`src/rtl/wis_pkg.sv`:
```
package wis_pkg;
   timeunit 1ns; timeprecision 1ps;

   // Implementation choice for the lowest-index issue picker.
   typedef enum logic {
      PICK_CHAIN = 1'b0,   // prefix-OR chain, one-hot grant, OR-encode
      PICK_SCAN  = 1'b1    // descending scan loop
   } wis_pick_e;

endpackage

```
`src/rtl/wis_slot_alloc.sv`:
```
// Places a block of 'need' warps onto the lowest-indexed free slots.
module wis_slot_alloc #(
   parameter int NS     = 24,
   parameter int NEED_W = 6
) (
   input  logic [NS-1:0]     free_vec,
   input  logic [NEED_W-1:0] need,
   output logic              fit,
   output logic [NS-1:0]     take
);
   timeunit 1ns; timeprecision 1ps;

   localparam int CNT_W = $clog2(NS + 1);
   localparam int CMP_W = ((CNT_W > NEED_W) ? CNT_W : NEED_W) + 1;

   logic [CNT_W-1:0] run [0:NS];
   logic [NS-1:0]    take_raw;

   assign run[0] = '0;

   for (genvar g = 0; g < NS; g++) begin : g_slot
      assign run[g+1]     = run[g] + CNT_W'(free_vec[g]);
      assign take_raw[g]  = free_vec[g] && (CMP_W'(run[g]) < CMP_W'(need));
   end

   assign fit  = CMP_W'(run[NS]) >= CMP_W'(need);
   assign take = fit ? take_raw : '0;

endmodule

```
`src/rtl/wis_issue_pick.sv`:
```
// Lowest-index selection among eligible warp slots.
module wis_issue_pick
   import wis_pkg::*;
#(
   parameter int        NS    = 24,
   parameter wis_pick_e STYLE = PICK_CHAIN
) (
   input  logic [NS-1:0]         elig,
   output logic                  valid,
   output logic [$clog2(NS)-1:0] idx
);
   timeunit 1ns; timeprecision 1ps;

   localparam int SW = $clog2(NS);

   if (STYLE == PICK_CHAIN) begin : g_chain
      logic [NS:0]   seen;
      logic [NS-1:0] grant;
      assign seen[0] = 1'b0;
      for (genvar g = 0; g < NS; g++) begin : g_bit
         assign seen[g+1] = seen[g] | elig[g];
         assign grant[g]  = elig[g] & ~seen[g];
      end
      assign valid = seen[NS];
      always_comb begin
         idx = '0;
         for (int i = 0; i < NS; i++) begin
            idx = idx | (grant[i] ? SW'(i) : '0);
         end
      end
   end else begin : g_scan
      assign valid = |elig;
      always_comb begin
         idx = '0;
         for (int i = NS - 1; i >= 0; i--) begin
            if (elig[i]) idx = SW'(i);
         end
      end
   end

endmodule

```
`src/rtl/warp_issue_sched.sv`:
```
module warp_issue_sched
   import wis_pkg::*;
#(
   parameter int        NUM_SLOTS  = 24,
   parameter int        WARP_LANES = 32,
   parameter int        THREAD_W   = 10,
   parameter wis_pick_e PICK_STYLE = PICK_CHAIN
) (
   input  logic                         clk,
   input  logic                         rst_n,
   input  logic                         alloc_req,
   input  logic [THREAD_W-1:0]          alloc_threads,
   output logic                         alloc_ready,
   output logic [NUM_SLOTS-1:0]         alloc_slots,
   input  logic [NUM_SLOTS-1:0]         retire_mask,
   input  logic [NUM_SLOTS-1:0]         ready_vec,
   output logic                         issue_valid,
   output logic [$clog2(NUM_SLOTS)-1:0] issue_warp
);
   timeunit 1ns; timeprecision 1ps;

   localparam int SLOT_W = $clog2(NUM_SLOTS);
   localparam int LANE_W = $clog2(WARP_LANES);
   localparam int NEED_W = THREAD_W - LANE_W + 1;

   // Elaboration-time parameter checks
   if (NUM_SLOTS < 2) begin : g_chk_slots
      $error("warp_issue_sched: NUM_SLOTS must be at least 2");
   end
   if (WARP_LANES < 2 || (1 << LANE_W) != WARP_LANES) begin : g_chk_lanes
      $error("warp_issue_sched: WARP_LANES must be a power of two >= 2");
   end
   if (THREAD_W <= LANE_W) begin : g_chk_thr
      $error("warp_issue_sched: THREAD_W must exceed log2(WARP_LANES)");
   end

   logic [NUM_SLOTS-1:0] resident_q;
   logic [NUM_SLOTS-1:0] free_vec;
   logic [NUM_SLOTS-1:0] eligible;
   logic [THREAD_W:0]    lane_sum;
   logic [NEED_W-1:0]    need;
   logic                 admit;

   // Warp count: threads rounded up to whole warps
   assign lane_sum = {1'b0, alloc_threads} + (THREAD_W+1)'(WARP_LANES - 1);
   assign need     = lane_sum[THREAD_W:LANE_W];
   assign free_vec = ~resident_q;
   assign admit    = alloc_req && alloc_ready;

   wis_slot_alloc #(
      .NS     (NUM_SLOTS),
      .NEED_W (NEED_W)
   ) u_alloc (
      .free_vec (free_vec),
      .need     (need),
      .fit      (alloc_ready),
      .take     (alloc_slots)
   );

   always_ff @(posedge clk or negedge rst_n) begin
      if (!rst_n) begin
         resident_q <= '0;
      end else begin
         resident_q <= (resident_q & ~retire_mask) | (admit ? alloc_slots : '0);
      end
   end

   assign eligible = resident_q & ready_vec;

   wis_issue_pick #(
      .NS    (NUM_SLOTS),
      .STYLE (PICK_STYLE)
   ) u_pick (
      .elig  (eligible),
      .valid (issue_valid),
      .idx   (issue_warp)
   );

   // ---------------- assertions ----------------
   logic [NUM_SLOTS-1:0] below_mask;
   assign below_mask = (NUM_SLOTS'(1) << issue_warp) - NUM_SLOTS'(1);

   a_r2_grant_count: assert property (@(posedge clk) disable iff (!rst_n)
      alloc_ready |-> ($countones(alloc_slots) == int'(need)));

   a_r3_admitted_resident: assert property (@(posedge clk) disable iff (!rst_n)
      admit |=> ((resident_q & $past(alloc_slots)) == $past(alloc_slots)));

   a_r4_issue_eligible: assert property (@(posedge clk) disable iff (!rst_n)
      issue_valid |-> (resident_q[issue_warp] && ready_vec[issue_warp]));

   a_r5_lowest_wins: assert property (@(posedge clk) disable iff (!rst_n)
      issue_valid |-> ((resident_q & ready_vec & below_mask) == '0));

   a_r6_idle_no_issue: assert property (@(posedge clk) disable iff (!rst_n)
      ((resident_q & ready_vec) == '0) |-> !issue_valid);

   a_r8_retire_frees: assert property (@(posedge clk) disable iff (!rst_n)
      ((retire_mask & resident_q) != '0) |=>
         (($past(retire_mask & resident_q) & resident_q) == '0));

endmodule

```
`config.mk`:
```
export PLATFORM = sky130hd
export DESIGN_NAME = warp_issue_sched
export DESIGN_NICKNAME = d
export VERILOG_FILES = /design/src/rtl/wis_pkg.sv /design/src/rtl/wis_slot_alloc.sv /design/src/rtl/wis_issue_pick.sv /design/src/rtl/warp_issue_sched.sv
export SDC_FILE = /design/constraint.sdc
export NUM_CORES = 1
export LEC_CHECK = 0
export BUFFER_PORTS_ARGS = -buffer_cell sky130_fd_sc_hd__buf_2
export CELL_PAD_IN_SITES_DETAIL_PLACEMENT = 0
export CELL_PAD_IN_SITES_GLOBAL_PLACEMENT = 1
export CORE_AREA = 2 2 126 128
export DETAILED_ROUTE_END_ITERATION = 16
export DIE_AREA = 0 0 128 130
export PLACE_DENSITY_LB_ADDON = 0.05
export SYNTH_ARGS = -nofsm -noshare
export SYNTH_HDL_FRONTEND = slang
export SYNTH_SLANG_ARGS = --single-unit
```
`constraint.sdc`:
```
create_clock -name clk -period 13.1 [get_ports clk]
set_clock_uncertainty 0.2 [all_clocks]
set_input_delay 1.965 -clock clk [delete_from_list [all_inputs] [get_ports clk]]
set_output_delay 1.965 -clock clk [all_outputs]
set_load 0.05 [all_outputs]
```
==> metrics.md <==
| Metric | Value |
|---|---|
| Nets | 1016 |
| Post-route setup slack | 0.513 ns |
| Largest net degree at the start of global routing | 33 |
| Avg Inst Size Synth | 8.18 um2 |
| Remaining DRCs | 0 |
| Cells after Synth | 734 |
| Synthesized flop and latch total | 24 |
| Top Ports | 92 |
| Pre-CTS setup slack | 0.256 ns |
| ANT cells | 0 |
| Grt total ovfl | 0 |
| DP Wirelength | 15200 um |
| Remaining antenna violation count | 0 |
| Share of layout cells above drive strength 1 | 20.8% |
| Critical path fanouts, max | 5 |
| IO Port Bufs | 91 |
| Register area | around 600 um2 |
| First-pass iteration count of the detailed router | 4 |
| Worst EP required | 10.93 ns |
| Fin area | 0.00715 mm2 |
| Routed len/inst | 18.7 um |
| Period Utilization, post-route | 96.1% |
| CTS Sinks | 24 |
| Yosys warns | 0 |
| Multi-input gate area | 0.00536 mm2 |
| Top_reg_cell synth | dfrtp_1 |
| Clk_lat worst skew | 0.28 ns |
| Setup CP Type | reg2out |
| Die width | ~130 um |
| Synth area leaders | ha_1, dfrtp_1, xnor2_1 |
| Slew Viols, Final | 0 |
| Syn_nets | 912 |
| Via Count | 5738 |
| Min Tclk post-route | about 13 ns |
| FILL cells | around 1500 |
| Die H | 130 um |
| Largest register by flop count | resident_q |
| Placed cell area | 0.00690 mm2 |
| Core region area | roughly 0.015 mm2 |
| Fmax | 79.4 MHz |
| Post-synth ARST share | 100% |
| Sequential-to-total area share from yosys stat | ~10% |
| Initial core utilization | ~39% |
| Final Wtd Congestion | 0.887 |
| Mapped Area | 0.00600 mm2 |
| Initial antenna violation count | 0 |
| Site Rows | 46 |
| Final setup fails | 0 |
| First-pass GRT wire length | between 30000 and 40000 um |
| Largest area contributor in the netlist | ha_1 |
| Worst setup EP type | output pin |
| Maximum root-to-sink buffer count | 2 |
| Post-synth EDFFs | 0 |
| Top Registers | resident_q (24) |
| Clk root buf | clkbuf_16 |
| Max_slew headroom | 35.8% |
| Min-delay worst type | reg2reg |
| Vias in the first global route | ~5700 |
| H-tree depth | 1 |
| Worst-margin pin slew | 0.962 ns |
| Slowest CP cell | fa_1 |
| Max Cap Viol | 0 |
| Largest register FFs | 24 |
| Synth top area share | 24.0% |
| Hold Fails Final Rpt | 0 |
| DIE AREA | about 0.017 mm2 |
| Startpoint Class | register |
| Hold buffers post-CTS | 0 |
| DRT iter0 DRCs | 260 |
| Routed WL | between 15000 and 20000 um |
| Total CTS buffers | 3 |
| Vias per cell | 5.58 |
| Cell mode on critical path | ha_1 |
| Crit path DAT | 10.42 ns |
| TritonCTS clock tree | done |
| CP peak stage delay | around 0.52 ns |
| Outcome | complete, no violations |
| Clock transition at path regs | 0.08 ns |
| Area grow syn2layout | 19.2% |
| RSZ-0062 raised after global routing | false |
| WHS | 0.399 ns |
| Setup_tns | 0 ns |
| Netlist cell types | 69 |
| GR Util All Layers | 23.1% |
critical path: cells and delay by family (launching register included):
family / cells / cell delay, ns
xor+xnor: 5 / 1.05
compound gates: 2 / 0.16
buf+inv: 6 / 0.87
fa+ha+maj: 21 / 6.82
flops: 1 / 0.46
simple gates: 4 / 0.74
layer usage:
metal	GRT usage, %	vias to the layer above	routed length [um]
met3	2.91	28	834
met4	5.75	0	446
met2	41.2	154	9110
met5	0	-	0
li1	-	2865	-
met1	29.8	2691	8810
Yosys cell counts, drive strengths merged (5+ instances only):
cell type    n
a21oi       40
o21ai       52
o21a         6
a311o        7
a31oi        8
nor2b        6
nand2       71
o2bb2ai      5
nand3       46
xnor2       71
a32o         7
nor2        46
nor3        19
inv         58
nand2b      10
and2         5
mux2i        6
nor4         6
clkbuf      14
xnor3       11
xor2        30
a22oi        7
ha         115
dfrtp       24
kinds of logic (layout without fill, tap and decap cells):
kind of cell / after synthesis / in the layout / synth area share (%)
AOI/OAI and AO/OA: 178 / 178 / 20.1
xor gates and xnor gates: 115 / 115 / 22.3
adders and majority gates: 118 / 118 / 24.8
buffers and inverters: 73 / 176 / 4.57
DFF: 24 / 24 / 10.0
muxes: 6 / 6 / 1.00
and+or+nand+nor: 220 / 220 / 17.2
through the flow:
step	instances	util, %
6_report	1029	46.4
5_1_grt	1029	46.4
4_1_cts	1028	45.4
3_5_place_dp	1024	44.7
3_3_place_gp	1024	44.7
2_1_floorplan	734	-
worst paths after layout:
check                      depth (start not counted)  slack, ns      startpoint               to
max                                               38       0.51   resident_q[2]  alloc_slots[10]
min                                                1       0.40  resident_q[11]   resident_q[11]
max reg2reg                                       39       2.71   resident_q[2]   resident_q[13]
min reg2reg                                        1       0.40  resident_q[11]   resident_q[11]
max in group asynchronous                          1      10.71           rst_n   resident_q[22]
min in group asynchronous                          1       1.54           rst_n    resident_q[5]
final cells by class:
class | count | area share [%]
clock buffers | 4 | 1.24
inverters | 58 | 3.04
multi-input cells | 637 | 74.9
flip-flops and latches | 24 | 8.40
well taps | 192 | 3.36
repair buffers | 114 | 9.08
timing repair:
item,CTS,global route
setup buffers,0,1
pin swaps,0,2
gates resized for setup,5,24
cloned,0,0
endpoints found under the setup margin,4,25
placed cells by master (no fill, tap or decap), drive strengths merged, types with 5 or more instances in the layout:
cell type,instances
ha,115
clkbuf,5
o21a,6
xor2,30
nand2b,10
o21ai,52
xnor3,11
a311o,7
nor3,19
a21oi,40
nand2,71
xnor2,71
nor2,46
mux2i,6
a31oi,8
a22oi,7
nor2b,6
and2,5
inv,58
o2bb2ai,5
buf,113
nand3,46
a32o,7
dfrtp,24
nor4,6
Power is left out: the tool's default activity adds up to more than one toggle a clock period on the data nets, which glitch-free logic cannot reach.
